**src/rtl/uart_rx_pkg.sv**
```systemverilog
package uart_rx_pkg;

  typedef enum logic [1:0] {
    RX_IDLE  = 2'd0,
    RX_START = 2'd1,
    RX_DATA  = 2'd2,
    RX_STOP  = 2'd3
  } rx_state_e;

  // tick on which a bit is sampled (0-based phase counter value)
  function automatic logic is_mid(input int unsigned ph, input int unsigned ovs);
    return ph == (ovs / 2) - 1;
  endfunction

  // tick that closes a bit period
  function automatic logic is_last(input int unsigned ph, input int unsigned ovs);
    return ph == ovs - 1;
  endfunction

  // clocks per oversampling tick
  function automatic int unsigned tick_clocks(input int unsigned n, input logic slow,
                                              input int unsigned pre);
    return (n + 1) * (slow ? pre : 1);
  endfunction

endpackage

```
**src/rtl/uart_rx_sync.sv**
```systemverilog
module uart_rx_sync #(
  parameter int STAGES = 2
) (
  input  logic clk,
  input  logic rst_n,
  input  logic rxd,
  output logic rxd_s,
  output logic fall
);
  logic [STAGES:0] sh;

  always_ff @(posedge clk or negedge rst_n) begin
    if (!rst_n) sh <= '1;
    else        sh <= {sh[STAGES-1:0], rxd};
  end

  assign rxd_s = sh[STAGES-1];
  assign fall  = sh[STAGES] & ~sh[STAGES-1];
endmodule

```
**src/rtl/uart_rx_brg.sv**
```systemverilog
module uart_rx_brg #(
  parameter int DIV_W   = 8,
  parameter int PRE_DIV = 8
) (
  input  logic             clk,
  input  logic             rst_n,
  input  logic             run,
  input  logic             slow,
  input  logic [DIV_W-1:0] div,
  output logic             tick
);
  localparam int PW = (PRE_DIV > 1) ? $clog2(PRE_DIV) : 1;

  logic [PW-1:0]    pre_cnt;
  logic [DIV_W-1:0] div_cnt;
  logic             pre_en;

  assign pre_en = !slow || (pre_cnt == PW'(PRE_DIV - 1));
  assign tick   = run && pre_en && (div_cnt == '0);

  always_ff @(posedge clk or negedge rst_n) begin
    if (!rst_n) begin
      pre_cnt <= '0;
      div_cnt <= '0;
    end else if (!run) begin
      pre_cnt <= '0;
      div_cnt <= div;
    end else begin
      pre_cnt <= pre_en ? '0 : pre_cnt + 1'b1;
      if (pre_en) div_cnt <= (div_cnt == '0) ? div : div_cnt - 1'b1;
    end
  end
endmodule

```
**src/rtl/uart_rx_frame.sv**
```systemverilog
module uart_rx_frame
  import uart_rx_pkg::*;
#(
  parameter int DATA_W = 8,
  parameter int OVS    = 16
) (
  input  logic              clk,
  input  logic              rst_n,
  input  logic              en,
  input  logic              fall,
  input  logic              rxd_s,
  input  logic              tick,
  output logic              busy,
  output logic              frame_end,
  output logic              stop_ok,
  output logic [DATA_W-1:0] data
);
  localparam int PH_W = $clog2(OVS);
  localparam int BC_W = (DATA_W > 1) ? $clog2(DATA_W) : 1;

  rx_state_e        state;
  logic [PH_W-1:0]  phase;
  logic [BC_W-1:0]  bitn;
  logic [DATA_W-1:0] shreg;
  logic             mid, last;

  assign mid  = tick && is_mid(int'(phase), OVS);
  assign last = tick && is_last(int'(phase), OVS);

  always_ff @(posedge clk or negedge rst_n) begin
    if (!rst_n) begin
      state <= RX_IDLE;
      phase <= '0;
      bitn  <= '0;
      shreg <= '0;
    end else if (!en) begin
      state <= RX_IDLE;
      phase <= '0;
    end else begin
      if (state != RX_IDLE && tick) phase <= last ? '0 : phase + 1'b1;
      case (state)
        RX_IDLE: if (fall) begin
          state <= RX_START;
          phase <= '0;
        end
        RX_START: begin
          if (mid && rxd_s) state <= RX_IDLE;
          else if (last) begin
            state <= RX_DATA;
            bitn  <= '0;
          end
        end
        RX_DATA: begin
          if (mid) shreg <= {rxd_s, shreg[DATA_W-1:1]};
          if (last) begin
            if (bitn == BC_W'(DATA_W - 1)) state <= RX_STOP;
            else bitn <= bitn + 1'b1;
          end
        end
        RX_STOP: if (mid) state <= RX_IDLE;
        default: state <= RX_IDLE;
      endcase
    end
  end

  assign busy      = (state != RX_IDLE);
  assign frame_end = en && (state == RX_STOP) && mid;
  assign stop_ok   = rxd_s;
  assign data      = shreg;
endmodule

```
**src/rtl/uart_rx_rts.sv**
```systemverilog
module uart_rx_rts #(
  parameter int DATA_W  = 8,
  parameter int DIV_W   = 8,
  parameter int OVS     = 16,
  parameter int PRE_DIV = 8,
  parameter int SYNC_N  = 2
) (
  input  logic              clk,
  input  logic              rst_n,
  input  logic              rxd,
  input  logic              rx_en,
  input  logic              psel,
  input  logic [DIV_W-1:0]  brg_div,
  input  logic              buf_rd,
  input  logic              irq_ack,
  input  logic              irq_sw_clr,
  output logic [DATA_W-1:0] rx_buf,
  output logic              rx_done,
  output logic              irq_req,
  output logic              rts,
  output logic              frm_err,
  output logic              ovr_err
);
  logic rxd_s, fall, tick, busy, frame_end, stop_ok;
  logic load_evt, ovr_evt;
  logic [DATA_W-1:0] data;

  uart_rx_sync #(.STAGES(SYNC_N)) u_sync (
    .clk(clk), .rst_n(rst_n), .rxd(rxd), .rxd_s(rxd_s), .fall(fall)
  );

  uart_rx_brg #(.DIV_W(DIV_W), .PRE_DIV(PRE_DIV)) u_brg (
    .clk(clk), .rst_n(rst_n), .run(busy), .slow(psel), .div(brg_div), .tick(tick)
  );

  uart_rx_frame #(.DATA_W(DATA_W), .OVS(OVS)) u_frame (
    .clk(clk), .rst_n(rst_n), .en(rx_en), .fall(fall), .rxd_s(rxd_s), .tick(tick),
    .busy(busy), .frame_end(frame_end), .stop_ok(stop_ok), .data(data)
  );

  assign load_evt = frame_end && !rx_done;
  assign ovr_evt  = frame_end && rx_done;

  always_ff @(posedge clk or negedge rst_n) begin
    if (!rst_n) begin
      rx_buf  <= '0;
      rx_done <= 1'b0;
      irq_req <= 1'b0;
      frm_err <= 1'b0;
      ovr_err <= 1'b0;
    end else begin
      if (load_evt) begin
        rx_buf  <= data;
        rx_done <= 1'b1;
        frm_err <= !stop_ok;
      end else if (buf_rd) begin
        rx_done <= 1'b0;
        frm_err <= 1'b0;
      end

      if (ovr_evt)     ovr_err <= 1'b1;
      else if (buf_rd) ovr_err <= 1'b0;

      if (load_evt)                     irq_req <= 1'b1;
      else if (irq_ack || irq_sw_clr)   irq_req <= 1'b0;
    end
  end

  assign rts = busy | rx_done;
endmodule

```
**config.mk**
```make
export PLATFORM = sky130hd
export DESIGN_NAME = uart_rx_rts
export DESIGN_NICKNAME = d
export VERILOG_FILES = /design/src/rtl/uart_rx_pkg.sv /design/src/rtl/uart_rx_sync.sv /design/src/rtl/uart_rx_brg.sv /design/src/rtl/uart_rx_frame.sv /design/src/rtl/uart_rx_rts.sv
export SDC_FILE = /design/constraint.sdc
export NUM_CORES = 1
export LEC_CHECK = 0
export BUFFER_PORTS_ARGS = -buffer_cell sky130_fd_sc_hd__buf_2
export CAP_MARGIN = 20
export CORE_UTILIZATION = 30
export CTS_CLUSTER_DIAMETER = 80
export DETAILED_ROUTE_END_ITERATION = 8
export SKIP_CTS_REPAIR_TIMING = 1
export SLEW_MARGIN = 10
export SYNTH_ARGS = -nofsm -noshare
export SYNTH_HDL_FRONTEND = slang
export SYNTH_SLANG_ARGS = --single-unit
```
**constraint.sdc**
```tcl
create_clock -name clk -period 2.4 [get_ports clk]
set_clock_uncertainty 0.15 [all_clocks]
set_input_delay 0.12 -clock clk [delete_from_list [all_inputs] [get_ports clk]]
set_output_delay 0.12 -clock clk [all_outputs]
set_load 0.02 [all_outputs]
```
# --- Word-level counts from Yosys, hierarchy flattened ---
# Cells that the tools add are included.
word_totals:
  reg_bits: 43
  latch_bits: 0
  ramBits: 0
  rom_bits: 0
  input_bits: 16
  output_inout_bits: 13
  memories: 0
op_classes:
  add_sub_neg: 4
  multipliers: 0
  div_mod_pow: 0
  magnitude_cmp: 0
  n_eq_ne: 17
  shifts: 0
  muxes: 29
  n_bitwise: 3
  n_reduce_logical: 25
op_table:
  columns: ["op", "n"]
  rows:
  - ["$mux W8", 3]
  - ["$mux W4", 5]
  - ["$mux W3", 6]
  - ["$mux W2", 7]
  - ["$logic_and A1 B1 Y1", 10]
  - ["$reduce_bool A2 Y1", 5]
  - ["$ne A3 B2 Y1 const B", 3]
  - ["$logic_not A8 Y1", 1]
  - ["$pmux W2 S4", 1]
  - ["$sub A8 B1 Y8 const B", 1]
  - ["$add A3 B1 Y3 const B", 2]
  - ["$eq A3 B3 Y1 const B", 2]
  - ["$mux W1", 6]
  - ["$ne A2 B1 Y1 const B", 3]
  - ["$pmux W3 S2", 1]
  - ["$reduce_and A6 Y1", 1]
  - ["$reduce_and A5 Y1", 1]
  - ["$add A4 B1 Y4 const B", 1]
  - ["$eq A2 B2 Y1 const B", 2]
  - ["$eq A4 B3 Y1 const B", 1]
  - ["$eq A4 B4 Y1 const B", 1]
  - ["$ne A2 B2 Y1 const B", 2]
  - ["$ne A4 B2 Y1 const B", 1]
  - ["$logic_not A1 Y1", 3]
  - ["other kinds (8)", 9]

# --- Longest topological paths before layout ---
logic_depth:
  word_depth: 10
  mapped_depth: 8

# --- Hierarchy ---
# Synthesis repeated with hierarchy kept, for this count alone.
hier_totals:
  hier_cells: 186
  area_unflattened_um2: 2157.1
modules_own_cells:
  columns: ["module", "n_inst", "cells_per_inst", "area_each_um2", "seq_area_each_um2"]
  rows:
  - ["uart_rx_frame", 1, 77, 885.8, 425.4]
  - ["uart_rx_brg", 1, 73, 681.9, 275.3]
  - ["uart_rx_rts", 1, 32, 496.7, 300.3]
  - ["uart_rx_sync", 1, 4, 92.6, 78.8]

# --- Worst setup path before layout ---
# OpenSTA, ideal clock, no wires.
synth_timing:
  path_kind: "register to register"
  start: "register u_frame.state[0]"
  end: "register rx_buf[1]"
  setup_time_ns: 0.125
  arrival_ns: 2.025
  required_time_ns: 2.125
  setup_slack_ns: 0.100
  path_stages_with_launch: 9
  path_buffers: 1
  synth_period_minus_slack_ns: 2.300
  path_cell_list: "dfrtp_1 > inv_1 > ha_1 > nor3_4 > nand4_4 > nor3_4 > and4b_4 > buf_12 > mux2_4"
synth_via:
  elab_chain_cells: 6
  word_cells_on_any_way: 8
synth_lines:
  columns: ["item", "line_no", "source"]
  rows:
  - ["start, declared", "uart_rx_frame.sv:21", "rx_state_e state;"]
  - ["start signal, assigned", "uart_rx_frame.sv:32", "state <= RX_IDLE;"]
  - ["start signal, assigned", "uart_rx_frame.sv:37", "state <= RX_IDLE;"]
  - ["start signal, assigned", "uart_rx_frame.sv:43", "state <= RX_START;"]
  - ["$reduce_bool A2 Y1", "uart_rx_frame.sv:66", "assign busy = (state != RX_IDLE);"]
  - ["$logic_and A1 B1 Y1 (2 in a row)", "uart_rx_brg.sv:19", "assign tick = run && pre_en && (div_cnt == '0);"]
  - ["$logic_and A1 B1 Y1", "uart_rx_frame.sv:27", "assign mid = tick && is_mid(int'(phase), OVS);"]
  - ["$logic_and A1 B1 Y1 (*)", "uart_rx_frame.sv:67", "assign frame_end = en && (state == RX_STOP) && mid;"]
  - ["$logic_and A1 B1 Y1 (*)", "uart_rx_rts.sv:41", "assign load_evt = frame_end && !rx_done;"]
  - ["end signal, assigned", "uart_rx_rts.sv:53", "rx_buf <= data;"]
  - ["end, declared", "uart_rx_rts.sv:17", "output logic [DATA_W-1:0] rx_buf,"]
# Mark *: on every way between the ends. The rest lies on a longest branch, timed or not.
# A chain may end at the register's enable or synchronous reset.

# --- Worst setup path after layout ---
layout_timing:
  start: "register u_frame.state[1]"
  end: "register rx_buf[4]"
# The elaborated chain is that of the path after synthesis.

==> flow_metrics.tcl <==
set metrics [dict create \
    run_status "finished, violations left" \
    violations "hold timing" \
    synthFlopType "dfrtp_1" \
    layout_min_cycle_time_ns 2.26 \
    vias_per_cell 4.65 \
    worstPathArrival_ns 2.29 \
    ctsRootBufferMaster "clkbuf_8" \
    num_rows 30 \
    fp.dieArea_sq_um 7710 \
    fp.dieW_microns 87.8 \
    routed_wl_microns 4290 \
    vias 1571 \
    core_sq_um 6940 \
    syn-cell-area_sq_um 2210 \
    io_buffer_count 28 \
    areaGrowthSynthToFinish_pct 20.4 \
    clock_sinks 43 \
    final_util_pct 38.3 \
    grt_first_pass_wirelength_microns 7180 \
    ios 29 \
    synth_top_cell_by_area "dfrtp_1" \
    synth_area_leaders "dfrtp_1 45%, ha_1 5.7%, mux2_4 4.8%" \
    setup.worst_path.start_class "flop" \
    fin_total_pwr_mw 1.91 \
    drt_iter0_drc 120 \
    numCtsBuffers 5 \
    fill_cells 685 \
    postSynthAreaPerCell_sq_um 11.3 \
    synth_fp_nets 221 \
    report.final.slew_viol_count 0 \
    seq_area_sq_um 1080 \
    clk_latency_ns 0.30 \
    drive_above_1_share_pct 33.1 \
    setup_viol 0 \
    routedWlPerCell_microns 12.7 \
    required_ns 2.43 \
    peakVddDrop_mv 0.385 \
    grt_pass1_vias 1521 \
    cts_max_level 2 \
    dp_hpwl_microns 3020 \
    grtUsageTotal_pct 12.1 \
    gp_congestion 0.745 \
    worst-slew-pin-transition_ns 0.935 \
    drc 0 \
    cts_tree "yes" \
    multi_input_area_sq_um 1060 \
    worst_slack_ns 0.138 \
    synth.distinct_cells 47 \
    cts_buffer_depth 2 \
    fin_crit_sh_pct 94.3 \
    grt_antenna_before_repair 0 \
    dr.pass1.iters 4 \
    end_kind "flop" \
    power_leakage_nw 1.30 \
    grt_max_degree 43 \
    start_util_pct 31.8 \
    synth_async_sr_flop_share_pct 100 \
    path_class "reg -> reg" \
    synth.ff_latch_count 43 \
    yosysWarnings 0 \
    hold_class "in -> reg" \
    relSlewSlack_pct 37.7 \
    max_cap_viol_count 0 \
    worst_hold_slack_ns -0.00504 \
    synth_top_cell_area_share_pct 45.3 \
    synth_edf_count 0 \
    rsz0062_at_grt "no" \
    clock.fmax_mhz 442 \
    diodes 0 \
    final_nets 267 \
    tns_ns 0 \
    powerDensity_nw_per_um2 719 \
    finalHoldViolCount 2 \
    critPathMaxFanout 5 \
    clkTransAtPathRegs_ns 0.08 \
    gr-total-overflow 0 \
    ant_nets 0 \
    synthCells 195 \
    dp_worst_setup_slack_ns 0.0982 \
    yosysSeqAreaShare_pct 48.9 \
    die_h_microns 87.8 \
]
-- metal layers --
metal | vias to the layer above | part of all wire [%] | wire length, microns | track usage (%)
met4 | 0 | 1.1 | 49 | 3.58
li1 | 783 | - | - | -
met1 | 765 | 51 | 2180 | 16.7
met5 | - | 0 | 0 | 0
met3 | 5 | 2.7 | 116 | 2.73
met2 | 18 | 45 | 1940 | 18.9
-- synthesized netlist by cell type (all sizes together) (2+ instances only) --
cell	number
a21o	5
a21oi	9
a31oi	3
and2	2
buf	3
clkbuf	3
dfrtp	40
dfstp	3
ha	10
inv	11
mux2	16
mux2i	5
nand2	21
nand2b	4
nand3	5
nand3b	2
nand4	3
nand4b	2
nor2	10
nor3	3
nor3b	2
nor4	2
o211ai	2
o21ai	10
o22a	2
o311a	2
o31ai	2
xnor2	2
-- layout make-up --
class | count | area share [%]
tap | 96 | 4.52
timing repair buffer | 44 | 10.4
clock buffer | 6 | 2.73
sequential | 43 | 40.6
clock inverter | 2 | 0.471
inverter | 11 | 1.55
multi-input combinational | 136 | 39.8
-- cells by family (layout without fill, tap and decap cells) --
family / Yosys count / in the layout / synth area share, %
xor+xnor: 3 / 3 / 1.19
simple gates: 63 / 64 / 17.6
fa+ha+maj: 10 / 10 / 5.67
flops: 43 / 43 / 48.9
mux: 21 / 21 / 11.6
buf+inv: 17 / 63 / 3.74
compound gates: 38 / 38 / 11.3
-- sequential cells by signal (all words and copies together), names as in the netlist --
name           cells
frm_err            1
u_frame.phase      4
u_sync.sh          3
ovr_err            1
rx_done            1
u_frame.data       8
u_frame.state      2
u_brg.pre_cnt      3
u_frame.bitn       3
irq_req            1
rx_buf             8
u_brg.div_cnt      8
-- cell usage in the layout (no fill, tap or decap), types with 2 or more instances in the layout --
cell and count:
mux2_2 9, dfstp_2 3, a21oi_1 9, mux2i_1 5
a21o_2 3, nand3b_1 2, buf_2 28, o22a_1 2
dfrtp_1 40, clkbuf_8 5, nor3_4 2, ha_1 10
o21ai_0 10, nand3_1 4, xnor2_1 2, a31oi_1 3
buf_4 10, nand4b_1 2, nor2_1 9, o31ai_1 2
o311a_1 2, dlygate4sd3_1 6, and2_1 2, nand2_1 21
o211ai_1 2, nor4_1 2, mux2_4 7, inv_1 11
a21o_1 2, nand2b_1 4, nand4_1 2
-- stage by stage --
step	std cells	cell area, sq um
final	338	2660
after global routing	338	2660
after CTS	330	2580
after detailed placement	322	2490
after global placement	322	2490
after floorplan	195	2210
-- where the power goes --
part           switching (mW)  internal [mW]  total [mW]
Combinational           0.303          0.245       0.549
Clock                   0.254          0.204       0.458
Sequential             0.0971          0.808       0.905
-- critical path, cell delays in order (launching register included) --
cell,delay (ns)
dfrtp_1,0.40
inv_1,0.08
ha_1,0.23
nor3_4,0.24
nand4_4,0.14
nor3_4,0.22
and4b_2,0.37
mux2_4,0.31
-- path summary, 6_finish.rpt --
kind                       slack (ns)                         start  depth (start not counted)                            to
setup reg to reg                 0.14  u_frame.state[1]$_DFFE_PN0P_                          7         rx_buf[4]$_DFFE_PN0P_
hold reg to reg                  0.21        u_sync.sh[0]$_DFF_PN1_                          0        u_sync.sh[1]$_DFF_PN1_
max in group asynchronous        1.04                         rst_n                          3        u_sync.sh[1]$_DFF_PN1_
min in group asynchronous        0.36                         rst_n                          2  u_brg.div_cnt[4]$_DFFE_PN0P_
setup / recovery                 0.14  u_frame.state[1]$_DFFE_PN0P_                          7         rx_buf[4]$_DFFE_PN0P_
hold / removal                 -0.005                       irq_ack                          3           irq_req$_DFFE_PN0P_
(Power assumes the default switching activity.)
